`config.mk`:
```
export PLATFORM = sky130hd
export DESIGN_NAME = sync_word_rx
export DESIGN_NICKNAME = d
export VERILOG_FILES = /design/src/rtl/sync_word_rx.sv
export SDC_FILE = /design/constraint.sdc
export NUM_CORES = 1
export LEC_CHECK = 0
export CAP_MARGIN = 0
export CORE_AREA = 5 5 68 70
export DETAILED_ROUTE_END_ITERATION = 8
export DIE_AREA = 0 0 73 75
export GPL_ROUTABILITY_DRIVEN = 0
export PLACE_DENSITY_LB_ADDON = 0.08
export REMOVE_ABC_BUFFERS = 1
export SLEW_MARGIN = 20
export SYNTH_ARGS = -nofsm -noshare
export SYNTH_HDL_FRONTEND = slang
export SYNTH_SLANG_ARGS = --single-unit
```
`constraint.sdc`:
```
create_clock -name clk -period 1.8 [get_ports clk]
set_input_delay 0.36 -clock clk [delete_from_list [all_inputs] [get_ports clk]]
set_output_delay 0.36 -clock clk [all_outputs]
set_load 0.03 [all_outputs]
```
`src/rtl/sync_word_rx.sv`:
```
module sync_word_rx #(
  parameter int                WORD_W    = 12,
  parameter logic [WORD_W-1:0] SYNC_WORD = 12'hE2D,
  parameter int                ACK_W     = 3,
  parameter logic [ACK_W-1:0]  ACK_CODE  = 3'b101
) (
  input  logic              clk,
  input  logic              rst_n,
  input  logic              sel_rx,
  input  logic              bit_strobe,
  input  logic              bit_in,
  input  logic              rd_stb,
  output logic [WORD_W-1:0] rd_data,
  output logic              full_rcv,
  output logic              rx_armed,
  output logic              ack_out,
  output logic              ack_active,
  output logic              term_flag
);

  localparam int CNT_W  = $clog2(WORD_W);
  localparam int ACNT_W = $clog2(ACK_W + 1);
  localparam logic [CNT_W-1:0] LAST_BIT = CNT_W'(WORD_W - 1);

  typedef enum logic [1:0] {S_IDLE, S_HUNT, S_RECV} rx_state_t;

  rx_state_t         st_q;
  logic [WORD_W-1:0] win_q, asm_q, hold_q;
  logic [CNT_W-1:0]  cnt_q;
  logic [ACK_W-1:0]  ack_sr_q;
  logic [ACNT_W-1:0] ack_cnt_q;
  logic              full_q, term_q;

  wire [WORD_W-1:0] win_nxt = {win_q[WORD_W-2:0], bit_in};
  wire [WORD_W-1:0] asm_nxt = {asm_q[WORD_W-2:0], bit_in};

  wire sync_hit  = !sel_rx && st_q == S_HUNT && bit_strobe && win_nxt == SYNC_WORD;
  wire word_done = !sel_rx && st_q == S_RECV && bit_strobe && cnt_q == LAST_BIT;
  wire overrun   = word_done && full_q && !rd_stb;

  always_ff @(posedge clk) begin
    if (!rst_n) begin
      st_q      <= S_IDLE;
      win_q     <= '0;
      asm_q     <= '0;
      hold_q    <= '0;
      cnt_q     <= '0;
      ack_sr_q  <= '0;
      ack_cnt_q <= '0;
      term_q    <= 1'b0;
    end else if (sel_rx) begin
      st_q      <= S_HUNT;
      win_q     <= '0;
      term_q    <= 1'b0;
      ack_cnt_q <= '0;
    end else begin
      case (st_q)
        S_HUNT: if (bit_strobe) begin
          win_q <= win_nxt;
          if (sync_hit) begin
            st_q      <= S_RECV;
            cnt_q     <= '0;
            ack_sr_q  <= ACK_CODE;
            ack_cnt_q <= ACNT_W'(ACK_W);
          end
        end
        S_RECV: if (bit_strobe) begin
          asm_q <= asm_nxt;
          cnt_q <= cnt_q + CNT_W'(1);
          if (ack_cnt_q != '0) begin
            ack_sr_q  <= ack_sr_q << 1;
            ack_cnt_q <= ack_cnt_q - ACNT_W'(1);
          end
          if (word_done) begin
            cnt_q <= '0;
            if (overrun) begin
              st_q      <= S_IDLE;
              term_q    <= 1'b1;
              ack_cnt_q <= '0;
            end else begin
              hold_q <= asm_nxt;
            end
          end
        end
        default: ;
      endcase
    end
  end

  always_ff @(posedge clk) begin
    if (!rst_n)                      full_q <= 1'b0;
    else if (word_done && !overrun)  full_q <= 1'b1;
    else if (rd_stb)                 full_q <= 1'b0;
  end

  assign rd_data    = hold_q;
  assign full_rcv   = full_q;
  assign rx_armed   = st_q == S_RECV;
  assign ack_active = ack_cnt_q != '0;
  assign ack_out    = ack_active && ack_sr_q[ACK_W-1];
  assign term_flag  = term_q;

endmodule

```
==> results.md, run 1 <==
- The headroom to the max-slew limit is 64.0%.
- The maximum clock rate is 586 MHz.
- In this run the number of H-tree levels came out at 2.
- The area enclosed by the die boundary is 5480 um2.
- The number of fill cells in the layout is 364.
- Entering global routing, the biggest net connects 23 pins.
- The gate count after technology mapping is 216.
- After layout, the worst path uses 94.7% of the clock period.
- The summed area of non-filler cells in the final layout is 2350 um2.
- In this run the power density over the cells is 726 nW/um2.
- For this run, global-route usage on met1 was measured as 17.6%.
- The first global-routing pass estimated 6690 um of wire.
- The first detailed-routing pass ran for 4 iterations.
- Relative to the synthesized area, the layout overhead comes to 22.5%.
- The final number of max-transition violations is 0.
- The run finished with clean final reports.
- Summing the areas of all compound-gate instances in the mapped netlist gives 14.7% of the synthesized area.
- The net count reported at finish is 255.
- The routed wire length is 3780 um.
- Counting instances, the worst hold path has a depth of 2.
- In the routed layout, each cell is associated on average with a via count of 5.15.
- For this configuration, the core starts out at a cell density of 49.1%.
- After detailed routing, the number of remaining DRC violations is 0.
- Clock-pin slew was measured on the worst setup and hold paths at 80 ps.
- The transition time of the tightest slew-check pin is 540 ps.
- The synthesized area is 1920 um2.
- 23 I/O pins were placed.
- The startpoint identified for the worst hold timing path is win_q[10].
- By area, the combinational part of the netlist is dominated by simple AND/OR/NAND/NOR gates.
- The leakage power of the design is 0.778 nW.
- For this run, the total global-route usage over all layers was measured as 15.4%.
- Data on the critical path is required at its endpoint by 1960 ps.
- In this run the worst path has a maximum fanout of 4.
- Each instance of the synthesized netlist takes up on average 8.89 um2.
- The sink count of the clock tree is 47.
- The critical setup path kind is in2reg.
- The count of final hold-check violations is 0.
- The fraction of synthesized cell area in xor and xnor cells is 0%.
- The setup check on the worst reg-to-reg path leaves a slack of 140 ps.
- The clock period minus final worst setup slack is 1710 ps.
- STA classifies the critical path startpoint as an input port.
- Summed over all layers, the global routing overflow is 0.
- The via count of the first global-routing pass is 1536.
- The layer carrying the most global-route usage is met2.
- Synthesis instantiated 37 different standard cells from the library.
- The count of input and output buffers is 22.
- The sink of the worst hold path is win_q[10].
- The maximum number of buffers from clock root to sink is 2.
- The TritonCTS clock tree is done.
- In this run the vertical extent of the chip is 75 um.
- The worst setup path is captured at a register.
- The detail-routed net length per standard cell is 12.6 um.
- Measured along the x axis, the die boundary spans 73 um.
- In this run, post-CTS hold repair placed 0 buffers.
- The clock reaches the later pin of the worst-skew pair after 290 ps.
- The placed wire-length estimate is 2790 um.
- The total area inside the core boundary comes to 3910 um2.
- The met3 demand-to-capacity share in global routing is 3.74%.
- In this run, the number of DRC markers left after iteration 0 of detailed routing was 92.
- Data arrives at the worst endpoint at 1860 ps.
- The worst supply voltage drop on vdd is 0.000465 V.
- Gates resized during post-CTS repair numbered 2.
- The root buffer selected by CTS is clkbuf_8.
- The share of post-route cells with drive strength above 1 is 11.6%.
- The placement row count is 23.
- The routed via count is 1541.
- The post-route clock skew is 4.87 ps.
- Summing all flip-flop and latch instances after layout gives 941 um2.
- The number of nets with antenna violations after detailed routing is 0.
- In this run the post-CTS setup repair buffer count came out at 0.
- The power after layout is 1.71 mW.
- Across the run, the number of max-cap violations was 0.
- In the final layout, the multi-input gates occupy 905 um2.
- The number of buffers created by CTS is 5.
- Setup violations remaining at the end of the flow were counted as 0.
- The met2 track demand over resource in global routing is 28.1%.
- Synthesis inferred 47 register bits.
- The reg-to-reg startpoint is cnt_q[0].
- Leaving out fill and tap cells, the most frequent cell in the layout is nand2_1.
- In the layout the commonest cells are 51 x nand2_1, 47 x dfxtp_1, 19 x clkdlybuf4s50_1.
- Setup repair after global routing left no endpoint under its margin.
- Of the total synthesized cell area, the portion taken by full adders, half adders and majority gates is 0.651%.
- The count of antenna diodes in the layout is 0.
- The number of antenna violations at the first check in global routing was 0.
- The simple-gate share of the synthesized area is 25.5%.
- The multiplexer area fraction after synthesis is 6.25%.
- The worst min-delay path category is reg2reg.
- In this run the cell area measured after placement is 2270 um2.
- The endpoint identified for the worst register-to-register timing path is ack_cnt_q[0].
- For the worst flop-to-flop path, the logic depth is 5.
- The yosys synthesis warning count is 0.
- Summing the sequential cell areas from Yosys gives 49.0% of the chip area.
## kinds of logic (layout without fill, tap and decap cells)
group	count (synthesis)	after routing
multiplexers	12	12
AND/OR/NAND/NOR	96	96
AO/OA/AOI/OAI	43	43
adder cells (fa/ha/maj)	1	1
flip-flops	47	47
buffers and inverters	17	50
## cell type report
class	count	area share (%)
inverters	4	0.638
multi-input cells	152	38.5
clock inverters	1	0.213
clock buffers	7	3.24
repair buffers	38	14.8
well taps	50	2.66
flip-flops and latches	47	40.0
## worst max-delay path by stage
stage	startpoint	endpoint	slack, ps	cells past startpoint
after detailed placement	sel_rx	ack_cnt_q[0]	-220	5
after floorplan	sel_rx	rd_data[0]	-360	4
final	sel_rx	ack_cnt_q[0]	90	5
after CTS	full_rcv	full_rcv	100	1
after global routing	sel_rx	ack_cnt_q[0]	10	5
after global placement	sel_rx	cnt_q[0]	-170	5
## per-stage QoR
| stage | std cells | util [%] | setup slack, ps | hold WS (ps) | setup TNS, ps |
|---|---|---|---|---|---|
| finish | 299 | 60.1 | 94.8 | 462 | 0 |
| global route | 299 | 60.1 | 10.5 | 494 | 0 |
| CTS | 299 | 60.1 | 95.8 | 463 | 0 |
| detailed placement | 291 | 58.1 | -216 | 451 | -3610 |
| global placement | 291 | 58.1 | -175 | 441 | -2660 |
| floorplan | 203 | - | -362 | 437 | -4870 |
## where the power goes
group | switching (mW) | leakage (nW) | total [mW] | internal, mW
logic | 0.0337 | 0.357 | 0.0654 | 0.0317
clock network | 0.326 | 0.0422 | 0.599 | 0.273
registers | 0.00299 | 0.379 | 1.04 | 1.04
## state kept, by name, indices dropped and copies added (netlist names)
name / flops
cnt_q: 4
asm_q: 11
st_q: 2
win_q: 11
term_flag: 1
ack_sr_q: 3
full_rcv: 1
ack_cnt_q: 2
rd_data: 12
## metal layers
metal / share of wire [%] / wire [um] / vias up
li1: - / - / 796
met1: 43 / 1640 / 705
met3: 4.4 / 165 / 6
met4: 1.0 / 38 / 0
met5: 0 / 0 / -
met2: 51 / 1930 / 34
## Yosys cell counts, drive strengths merged
library cell | instances | area, um2
nand2 | 51 | 191
dfxtp | 47 | 941
a21oi | 15 | 75.1
nor2b | 15 | 93.8
a21boi | 12 | 90.1
mux2i | 12 | 120
clkbuf | 9 | 33.8
nand3 | 7 | 35.0
nor3 | 5 | 41.3
o21ai | 5 | 25.0
buf | 4 | 26.3
inv | 4 | 15.0
nor2 | 4 | 15.0
and3b | 3 | 26.3
nand2b | 3 | 18.8
nand3b | 3 | 22.5
o32ai | 2 | 17.5
a211oi | 1 | 12.5
a311oi | 1 | 8.76
a31o | 1 | 8.76
a31oi | 1 | 6.26
a32oi | 1 | 8.76
and2 | 1 | 7.51
ha | 1 | 12.5
nand4 | 1 | 6.26
nand4bb | 1 | 11.3
o211ai | 1 | 7.51
o21a | 1 | 7.51
o22ai | 1 | 6.26
o31ai | 1 | 7.51
or3b | 1 | 11.3
or4b | 1 | 10.0
## worst max-delay path, stage by stage
cell and delay [ps]:
clkdlybuf4s50_1 430, nand4bb_1 320, or3b_4 480, a31oi_1 200, a211oi_2 60
(Power assumes the default switching activity.)
==> inputs of run 2 (changes only) <==
--- a/config.mk
+++ b/config.mk
@@ -14,3 +14,2 @@
 export REMOVE_ABC_BUFFERS = 1
-export SLEW_MARGIN = 20
 export SYNTH_ARGS = -nofsm -noshare
==> constraint.sdc (replaced) <==
create_clock -name clk -period 1.8 [get_ports clk]
set_input_delay 0.45 -clock clk [delete_from_list [all_inputs] [get_ports clk]]
set_output_delay 0.45 -clock clk [all_outputs]
set_load 0.03 [all_outputs]
==> results.md, run 2 (synthesis results as in run 1) <==
- The run finished with clean final reports.
- The number of buffers created by CTS is 5 (unchanged).
- The detail-routed net length per standard cell is 12.8 um (+0.96%).
- The count of antenna diodes in the layout came to 0 (unchanged).
- The startpoint type of the worst setup path is a register.
- The sink count of the clock tree is 47 (unchanged).
- The power density of the placed cells was 743 nW/um2 (+2.3%).
- The x dimension of the die is 73 um (unchanged).
- The standard cell core area was 3910 um2 (unchanged).
- The count of input and output buffers is 22 (unchanged).
- The boundary pin count is 23 (unchanged).
- The TritonCTS clock tree is done.
- The relative area change from synthesis to final layout is 25.9%.
- The total area of sequential cells was 941 um2 (unchanged).
- The setup-violating endpoint count in the final report is 0 (unchanged).
- The pin count of the biggest net entering global routing is 23 (unchanged).
- The placement row count came to 23 (unchanged).
- The largest fanout on the critical path is 2 (-2).
- The count of H-tree levels built during CTS is 2 (unchanged).
- The number of buffer and inverter stages on the critical path was 1 (unchanged).
- The worst min-delay path category is reg2reg.
- The via count of the first global-routing pass was 1521 (-0.98%).
- The worst setup margin came to 42.4 ps (-52.5 ps).
- The routed via count divided by cell count is 5.20 (+0.96%).
- The number of antenna violations at the first check in global routing is 0 (unchanged).
- The fraction of the core area covered by cells at the end of the flow is 61.8% (+1.7 points).
- The power after layout was 1.80 mW (+5.2%).
- The final number of max-transition violations was 0 (unchanged).
- The top cell types in the final layout, fill and taps aside, are 51 x nand2_1, 47 x dfxtp_1, 17 x buf_4.
- Grouping stages by cell kind, the critical path spends the most delay in buffers and inverters.
- The number of fill cells in the layout is 361 (-0.82%).
- The first-pass iteration count of the detailed router is 4 (unchanged).
- The routed wire length is 3830 um (+1.3%).
- The number of remaining DRC errors was 0 (unchanged).
- The overall global routing resource usage is 16.1% (+0.71 points).
- The post-route clock skew is 5.74 ps (+0.868 ps).
- The die boundary height is 75 um (unchanged).
- The count of final hold-check violations is 0 (unchanged).
- The net count reported at finish is 256 (+0.39%).
- The starting density of the core is 49.1% (unchanged).
- The delay contributed by the slowest stage of the critical path is 670 ps (+190 ps).
- The worst-skew pair later-pin latency is 300 ps (about the same).
- The largest individual stage delay along the critical path comes from the cell clkdlybuf4s50_1.
- The number of max-capacitance violations reported is 0 (unchanged).
- The summed negative setup slack over all endpoints is 0 ps (unchanged).
- The headroom to the max-slew limit is 74.9% (+11 points).
- The clock period minus final worst setup slack is 1760 ps (+52.5 ps).
- The worst slack after detailed placement is -286 ps (-70.8 ps).
- The worst setup path is captured at an output port.
- The fraction of the cycle the final worst path needs is 97.6% (+2.9 points).
- Leaving out fill and tap cells, the most frequent cell in the layout is nand2_1.
- The maximum clock rate is 569 MHz (-3.0%).
- The placed wire-length estimate came to 2860 um (+2.5%).
- Traced cell by cell, the critical path runs through clkdlybuf4s50_1.
- The tree is rooted in a clkbuf_8.
- The routed via count is 1561 (+1.3%).
- The number of flip-flops under the largest register name is 12 (unchanged).
- The maximum number of buffers from clock root to sink is 2 (unchanged).
- The share of post-route cells with drive strength above 1 came to 14.0% (+2.4 points).
- The worst endpoint required time is 1350 ps (-610 ps).
- The worst supply voltage drop on vdd came to 0.000542 V (+17%).
- The aggregate global routing overflow is 0 (unchanged).
- The clock-pin slew on the worst setup and hold paths is 80 ps (about the same).
- The leakage power of the design was 0.996 nW (+28%).
- The area enclosed by the die boundary was 5480 um2 (unchanged).
- The transition time of the tightest slew-check pin came to 377 ps (-163 ps).
- The multi-input gate area in the final layout is 916 um2 (+1.2%).
- The area of placed instances came to 2280 um2 (+0.33%).
- The number of nets with antenna violations after detailed routing was 0 (unchanged).
- The number of DRC markers after the initial detailed-route iteration is 89 (-3.3%).
- Setup repair after global routing could not meet its margin everywhere.
- The number of buffers inserted by hold repair at cts is 0 (unchanged).
- The summed area of non-filler cells in the final layout is 2420 um2 (+2.8%).
- The wire length of the first global-routing pass is 6870 um (+2.8%).
- The arrival time at the worst endpoint is 1310 ps (-550 ps).
- The critical setup path kind is reg2out.
==> run 2: worst paths after layout <==
| path | from | end | slack [ps] | cells after the start |
|---|---|---|---|---|
| min reg2reg | win_q[10] | win_q[10] | 470 | 2 |
| max reg2reg | cnt_q[0] | ack_cnt_q[0] | 140 | 5 |
| max | rd_data[2] | rd_data[2] | 40 | 1 |
| min | win_q[10] | win_q[10] | 470 | 2 |
==> run 2: routing by layer <==
layer | up-vias | routed length (um) | global-route usage, %
met1 | 725 | 1650 | 18.2
met4 | 0 | 93 | 7.17
met5 | - | 0 | 0
li1 | 801 | - | -
met2 | 25 | 1920 | 27.9
met3 | 10 | 166 | 4.81
==> run 2: report_power, final <==
part	total, mW	internal (mW)	switching (mW)	leakage [nW]
Sequential	1.04	1.04	0.00298	0.379
Combinational	0.0681	0.0324	0.0356	0.567
Clock	0.684	0.349	0.335	0.0505
Total	1.80	1.42	0.374	0.996
==> run 2: area by class of cell <==
type | instances | share of cell area, %
Clock inverter | 1 | 0.311
Multi-Input combinational cell | 152 | 37.9
Timing Repair Buffer | 39 | 15.7
Inverter | 4 | 0.621
Clock buffer | 7 | 3.99
Sequential cell | 47 | 38.9
Tap cell | 50 | 2.59
==> run 2: timing repair <==
action | in CTS | in global routing
setup endpoints to repair | 2 | 15
pin swaps | 0 | 0
cloned | 0 | 0
buffers inserted | 0 | 0
gates resized for setup | 2 | 16
==> run 2: through the flow <==
step	hold WS (ps)	instances
floorplan	437	203
global placement	443	292
detailed placement	461	292
CTS	473	300
global route	500	300
finish	470	300
==> inputs of run 3 (changes only) <==
CTS_CLUSTER_DIAMETER = 60   (was default)
==> results of run 3 <==
Final layout, timing and power as in run 2 (identical DEF).
